[src/rtl/lvl_pulse_pkg.sv]
// Package: lvl_pulse_pkg
// Shared state codes for the level-to-pulse machines.
// Assumes the Moore codes are fixed because the pulse and the next-state
// equations are written on their individual bits.
package lvl_pulse_pkg;
    localparam int MOORE_W = 2;
    localparam logic [MOORE_W-1:0] MO_WAIT_RISE = 2'b00;
    localparam logic [MOORE_W-1:0] MO_EDGE_SEEN = 2'b01;
    localparam logic [MOORE_W-1:0] MO_HELD_HIGH = 2'b11;
    localparam logic [MOORE_W-1:0] MO_UNUSED    = 2'b10;
    localparam logic               ME_WAS_LOW   = 1'b0;
    localparam logic               ME_WAS_HIGH  = 1'b1;
endpackage

[src/rtl/lvl_pulse_moore.sv]
// Module: lvl_pulse_moore
// Three-state Moore rising-edge detector. The pulse is decoded from the
// state register only, so it lags the sampled rise by one clock.
// Assumes level_i is synchronous to clk. Reset is synchronous, active low.
module lvl_pulse_moore
    import lvl_pulse_pkg::*;
(
    input  logic               clk,
    input  logic               rst_n,
    input  logic               level_i,
    output logic               pulse_o,
    output logic [MOORE_W-1:0] state_o
);
    logic [MOORE_W-1:0] state_q;
    logic [MOORE_W-1:0] state_d;

    // Next-state selection from the current code and the level.
    always_comb begin
        case (state_q)
            MO_WAIT_RISE: state_d = level_i ? MO_EDGE_SEEN : MO_WAIT_RISE;
            MO_EDGE_SEEN: state_d = level_i ? MO_HELD_HIGH : MO_WAIT_RISE;
            MO_HELD_HIGH: state_d = level_i ? MO_HELD_HIGH : MO_WAIT_RISE;
            default:      state_d = MO_WAIT_RISE;
        endcase
    end

    // State register with synchronous active-low reset.
    always_ff @(posedge clk) begin
        if (!rst_n) state_q <= MO_WAIT_RISE;
        else        state_q <= state_d;
    end

    // Pulse decode: low bit set and high bit clear.
    always_comb pulse_o = state_q[0] & ~state_q[1];

    assign state_o = state_q;

    // a rise while waiting leads to the edge-seen code.
    p_rise_r2: assert property (@(posedge clk) disable iff (!rst_n)
        (state_q == MO_WAIT_RISE && level_i) |=> (state_q == MO_EDGE_SEEN));

    // a low level always returns the machine to waiting.
    p_fall_r2: assert property (@(posedge clk) disable iff (!rst_n)
        !level_i |=> (state_q == MO_WAIT_RISE));

    // the unused code recovers on the next edge.
    p_unused_r2: assert property (@(posedge clk) disable iff (!rst_n)
        (state_q == MO_UNUSED) |=> (state_q == MO_WAIT_RISE));

    // a pulse never lasts two cycles.
    p_one_wide_r7: assert property (@(posedge clk) disable iff (!rst_n)
        pulse_o |=> !pulse_o);
endmodule

[src/rtl/lvl_pulse_mealy.sv]
// Module: lvl_pulse_mealy
// Two-state Mealy rising-edge detector. The state is the previous sample
// of the level, and the pulse combines it with the live level.
// Assumes level_i is synchronous to clk. The pulse is forced low during reset.
module lvl_pulse_mealy
    import lvl_pulse_pkg::*;
(
    input  logic clk,
    input  logic rst_n,
    input  logic level_i,
    output logic pulse_o,
    output logic state_o
);
    logic state_q;

    // Store the last sampled level, cleared by synchronous reset.
    always_ff @(posedge clk) begin
        if (!rst_n) state_q <= ME_WAS_LOW;
        else        state_q <= level_i ? ME_WAS_HIGH : ME_WAS_LOW;
    end

    // Pulse while the level is high and the stored sample is still low.
    always_comb pulse_o = rst_n & level_i & (state_q == ME_WAS_LOW);

    assign state_o = state_q;

    // a high level is remembered at the next edge.
    p_track_hi_r4: assert property (@(posedge clk) disable iff (!rst_n)
        level_i |=> state_q);

    // a low level is remembered at the next edge.
    p_track_lo_r4: assert property (@(posedge clk) disable iff (!rst_n)
        !level_i |=> !state_q);

    // the pulse is never asserted while reset is held.
    always_comb begin
        if (!rst_n) p_rst_quiet_r1: assert (!pulse_o);
    end
endmodule

[src/rtl/lvl_pulse_top.sv]
// Module: lvl_pulse_top
// Runs the Moore and Mealy edge detectors on the same level input and
// exposes both pulses and both state vectors.
// Assumes level_in is already synchronised to clk.
module lvl_pulse_top
    import lvl_pulse_pkg::*;
(
    input  logic               clk,
    input  logic               rst_n,
    input  logic               level_in,
    output logic               moore_pulse,
    output logic               mealy_pulse,
    output logic [MOORE_W-1:0] moore_state,
    output logic               mealy_state
);
    lvl_pulse_moore u_moore (
        .clk     (clk),
        .rst_n   (rst_n),
        .level_i (level_in),
        .pulse_o (moore_pulse),
        .state_o (moore_state)
    );

    lvl_pulse_mealy u_mealy (
        .clk     (clk),
        .rst_n   (rst_n),
        .level_i (level_in),
        .pulse_o (mealy_pulse),
        .state_o (mealy_state)
    );

    // the Moore pulse follows a Mealy pulse by exactly one cycle.
    p_late_hi_r6: assert property (@(posedge clk) disable iff (!rst_n)
        mealy_pulse |=> moore_pulse);

    // no Moore pulse appears without a Mealy pulse the cycle before.
    p_late_lo_r6: assert property (@(posedge clk) disable iff (!rst_n)
        !mealy_pulse |=> !moore_pulse);

    // the Moore pulse and the edge-seen code always coincide.
    p_decode_r3: assert property (@(posedge clk) disable iff (!rst_n)
        moore_pulse == (moore_state == MO_EDGE_SEEN));

    // the Mealy pulse and the Moore state never disagree about a rise.
    p_mealy_r5: assert property (@(posedge clk) disable iff (!rst_n)
        mealy_pulse |-> (moore_state[0] == 1'b0));
endmodule

[config.mk]
export PLATFORM = sky130hd
export DESIGN_NAME = lvl_pulse_top
export DESIGN_NICKNAME = d
export VERILOG_FILES = /design/src/rtl/lvl_pulse_pkg.sv /design/src/rtl/lvl_pulse_moore.sv /design/src/rtl/lvl_pulse_mealy.sv /design/src/rtl/lvl_pulse_top.sv
export SDC_FILE = /design/constraint.sdc
export NUM_CORES = 1
export LEC_CHECK = 0
export BUFFER_PORTS_ARGS = -buffer_cell sky130_fd_sc_hd__buf_4
export CORE_AREA = 2 2 39 41
export DETAILED_ROUTE_END_ITERATION = 7
export DIE_AREA = 0 0 41 43
export MAX_ROUTING_LAYER = met4
export PLACE_DENSITY_LB_ADDON = 0.25
export SLEW_MARGIN = 20
export SYNTH_ARGS = -nofsm -noshare
export SYNTH_HDL_FRONTEND = slang
export SYNTH_SLANG_ARGS = --single-unit
[constraint.sdc]
create_clock -name clk -period 0.8 [get_ports clk]
set_input_delay 0.08 -clock clk [delete_from_list [all_inputs] [get_ports clk]]
set_output_delay 0.08 -clock clk [all_outputs]
set_load 0.01 [all_outputs]
---- After elaboration in Yosys (flattened, before gate mapping) ----
Index checks and enable logic that the tools add are counted.
operators by class
  magnitude comparators ................... 0
  divide/modulo/power cells ............... 0
  add/sub/neg operators ................... 0
  muxes and demuxes ....................... 4
  $mul .................................... 0
  reduce and logical (&&, ||, !) cells .... 2
  eq/ne operators ......................... 2
  shift operators ......................... 0
  bitwise operators ....................... 5
operators with widths
  cell                                                              count
  2-bit one-hot mux with 2 select lines                             1
  1-bit AND                                                         3
  2-bit by 1-bit == test with 1-bit output (second input constant)  1
  2-bit == test (second input constant)                             1
  2-bit logical NOT                                                 1
  1-bit 2-to-1 mux                                                  2
  2-bit 2-to-1 mux                                                  1
  1-bit NOT                                                         2
  2-bit OR reduction                                                1
storage, ports and cells
  output and inout port bits .............. 5
  logic and storage cells ................. 15
  input bits .............................. 3
  memories ................................ 0
  latch bits .............................. 0
  RAM bits ................................ 0
  memory bits (read-only) ................. 0
  register bits ........................... 3

---- Depth between registers and ports, before layout ----
  depth after elaboration ................. 3
  depth in mapped cells ................... 2
  depth with buffers taken out ............ 2

---- Modules after synthesis ----
From an unflattened synthesis, not the netlist that was laid out.
second synthesis, totals
  cell total of the unflattened synthesis .. 10
  area total of the unflattened synthesis .. 98.8 um^2
by module, submodules not included
  module           sequential area each (um^2)  cells each  area each (um^2)  instances
  lvl_pulse_moore  40.0                         7           63.8              1
  lvl_pulse_mealy  20.0                         3           35.0              1

---- Worst setup path after synthesis ----
No wires, ideal clock.
  path type ............................... reg2out
  start ................................... reg u_moore.state_q[0] (netlist: u_moore.state_o[0])
  end ..................................... out moore_pulse
  required time ........................... 720 ps
  path buffers ............................ 0
  stages on the path, launching flop included .. 3
  arrival ................................. 622 ps
  slack ................................... 98 ps
  path through ............................ dfxtp_1 inv_1 nor2_1
between the ends
  word-level cells in the longest chain between the ends .. 1
RTL lines
  what                    line                   RTL
  start, declared         lvl_pulse_moore.sv:14  logic [MOORE_W-1:0] state_q;
  start signal, assigned  lvl_pulse_moore.sv:30  else state_q <= state_d;
  1-bit AND               lvl_pulse_moore.sv:34  always_comb pulse_o = state_q[0] & ~state_q[1];
  end, declared           lvl_pulse_top.sv:11    output logic moore_pulse,
No other way between the ends.

---- Final worst setup path ----
Ends and elaborated chain as after synthesis.

==> flow_summary.yaml <==
floorplan:
  coreArea_um2: 1380
  die_w_um: 41
  die-area_um2: 1760
  die_h_um: 43
  io_pins: 8
  num_rows: 14
  start_util_pct: 6.78
logic_synthesis:
  synth.distinct_cells: 5
  synth_area_um2: 93.8
  ys_ff_latch: 3
  yosys_warnings: 0
  synthCells: 10
  post_synth.cell_area_avg_um2: 9.38
  synth_nets: 13
  yosysSeqAreaShare_pct: 64.0
clock_network:
  clockRootBuffer: "clkbuf_4"
  clock-sinks: 3
  cts.path.max_buffers: 2
  clock_latency_ps: 230
  cts_buffers: 3
  cts.clk_slew.worst_paths_ps: 40
  cts_tree: "done"
  htreeDepth: 1
sta:
  grt_setup_unrepaired: "yes"
  fmaxAchievable_mhz: 1170
  maxSlewHeadroom_pct: 93.5
  period_minus_slack_ps: 853
  fin_ws_ps: -52.9
  slew_violations: 0
  worstMarginPinSlew_ps: 97.4
  timing.final.crit_share_pct: 107
  hold_viol_final: 0
  setup_viol: 2
  whs_ps: 80.5
  fin_skew_ps: 0.00901
layout:
  final_common_cell: "buf_4"
  syn2layout_area_growth_pct: 123
  mostFrequentLayoutCells: "7 x buf_4, 3 x clkbuf_4, 2 x nor2_1, 2 x dfxtp_2"
  num_antenna_cells: 0
  fillers: 158
  nets: 26
  multi_input_area_um2: 28.8
  regArea_um2: 62.6
  drive_gt1_share_pct: 77.3
routing:
  drtIter0Drc: 0
  antenna_left: 0
  first_pass_iters: 1
  vias_per_cell: 2.76
  drcViolationCount: 0
  wl_um: 250
  dr_total_vias: 105
  drt-wirelength-per-cell_um: 6.58
placed_design:
  port_buffers: 7
  gp_congestion: 0.430
  dpl_worst_slack_ps: 101
  hpwl_um: 177
grt:
  grt.overflow.total: 0
  grt_pass1_wl_um: 289
  grt_antenna_before_repair: 0
  grt_max_degree: 5
  grtUsageTotal_pct: 3.80
  grt_pass1_vias: 80
power:
  seq_power_share_pct: 34.4
  powerDensity_nw_per_um2: 2270
  sw_frac_of_total_pct: 21.0
  p_sw_uw: 99.6
  p_clk_share_pct: 54.6
  power.internal_uw: 375
  p_leak_nw: 0.103
  combinationalPowerShare_pct: 10.9
  power.ir.vdd_worst_mv: 0.315
outcome:
  violations: "setup timing"
  run_status: "finished, violations left"
setup_path:
  end_kind: "primary output"
  cp.required_ps: 720
  crit_start: "u_moore.state_o[0]$_SDFF_PN0_"
  path_class: "register to primary output"
  critPathArrivalTime_ps: 770
  crit_fanout: 2
  startpoint_type: "register"
  r2r_start: "u_moore.state_o[0]$_SDFF_PN0_"
run:
  drv_cap: 0
min_path:
  worstHoldStart: "level_in"
  hold_path_class: "input pin to register"
## layer usage
layer  routed length [um]  track usage (%)
met5                    0                -
met4                    0             6.00
met3                   61             6.81
met2                   86             2.50
met1                  102             2.24
## cells in the mapped netlist
cell / count / area, um^2
a21oi_2: 1 / 8.76
dfxtp_1: 3 / 60.1
inv_1: 2 / 7.51
nand2_2: 1 / 6.26
nor2_1: 3 / 11.3
## through the flow
step	utilization (%)	instance area [um^2]	total power, mW	setup TNS, ps	std cells
2_1_floorplan	-	93.8	0.181	0	10
3_3_place_gp	12.0	166	0.210	0	33
3_5_place_dp	12.0	166	0.210	0	33
4_1_cts	14.6	203	0.491	-109	38
5_1_grt	15.1	209	0.511	-165	38
6_report	15.1	209	0.474	-58.9	38
## worst max-delay path, cell delays in order, from the launching register on
cell	delay, ps
dfxtp_2	320
inv_2	40
nor2_2	70
buf_4	120
## registers in the layout (all words and copies together), names as in the netlist
name	flops
u_moore.state_o	2
u_mealy.state_o	1
## cell type report
cell class / count / share of cell area, %
Timing Repair Buffer: 8 / 30.5
Sequential cell: 3 / 29.9
Multi-Input combinational cell: 5 / 13.8
Clock buffer: 4 / 12.6
Tap cell: 16 / 9.58
Inverter: 2 / 3.59
## power by group through the flow
stage          clock network [mW]  registers [mW]  logic [mW]
4_1_cts                     0.278           0.163      0.0505
3_5_place_dp                    0           0.164      0.0463
2_1_floorplan                   0           0.167      0.0144
3_3_place_gp                    0           0.163      0.0466
6_report                    0.259           0.163      0.0519
5_1_grt                     0.290           0.164      0.0579
## repair_timing
item / CTS / global route
pin swaps: 2 / 0
hold buffers: 0 / 0
setup buffers: 1 / 0
endpoints found under the setup margin: 3 / 2
gates resized for setup: 3 / 2
## worst paths after layout
check / to / slack, ps / cells after the start
worst max-delay path: moore_pulse / -50 / 3
worst max register to register: u_moore.state_o[0]$_SDFF_PN0_ / 150 / 3
worst min register to register: u_moore.state_o[0]$_SDFF_PN0_ / 450 / 1
worst min-delay path: u_mealy.state_o$_SDFF_PN0_ / 80 / 3
## kinds of logic after synthesis
kind of cell           after synthesis  synth area share (%)
and+or+nand+nor                      4                  18.7
DFF                                  3                  64.0
buffers and inverters                2                  8.00
AOI/OAI and AO/OA                    1                  9.34
Power figures use the tool's default switching activity.
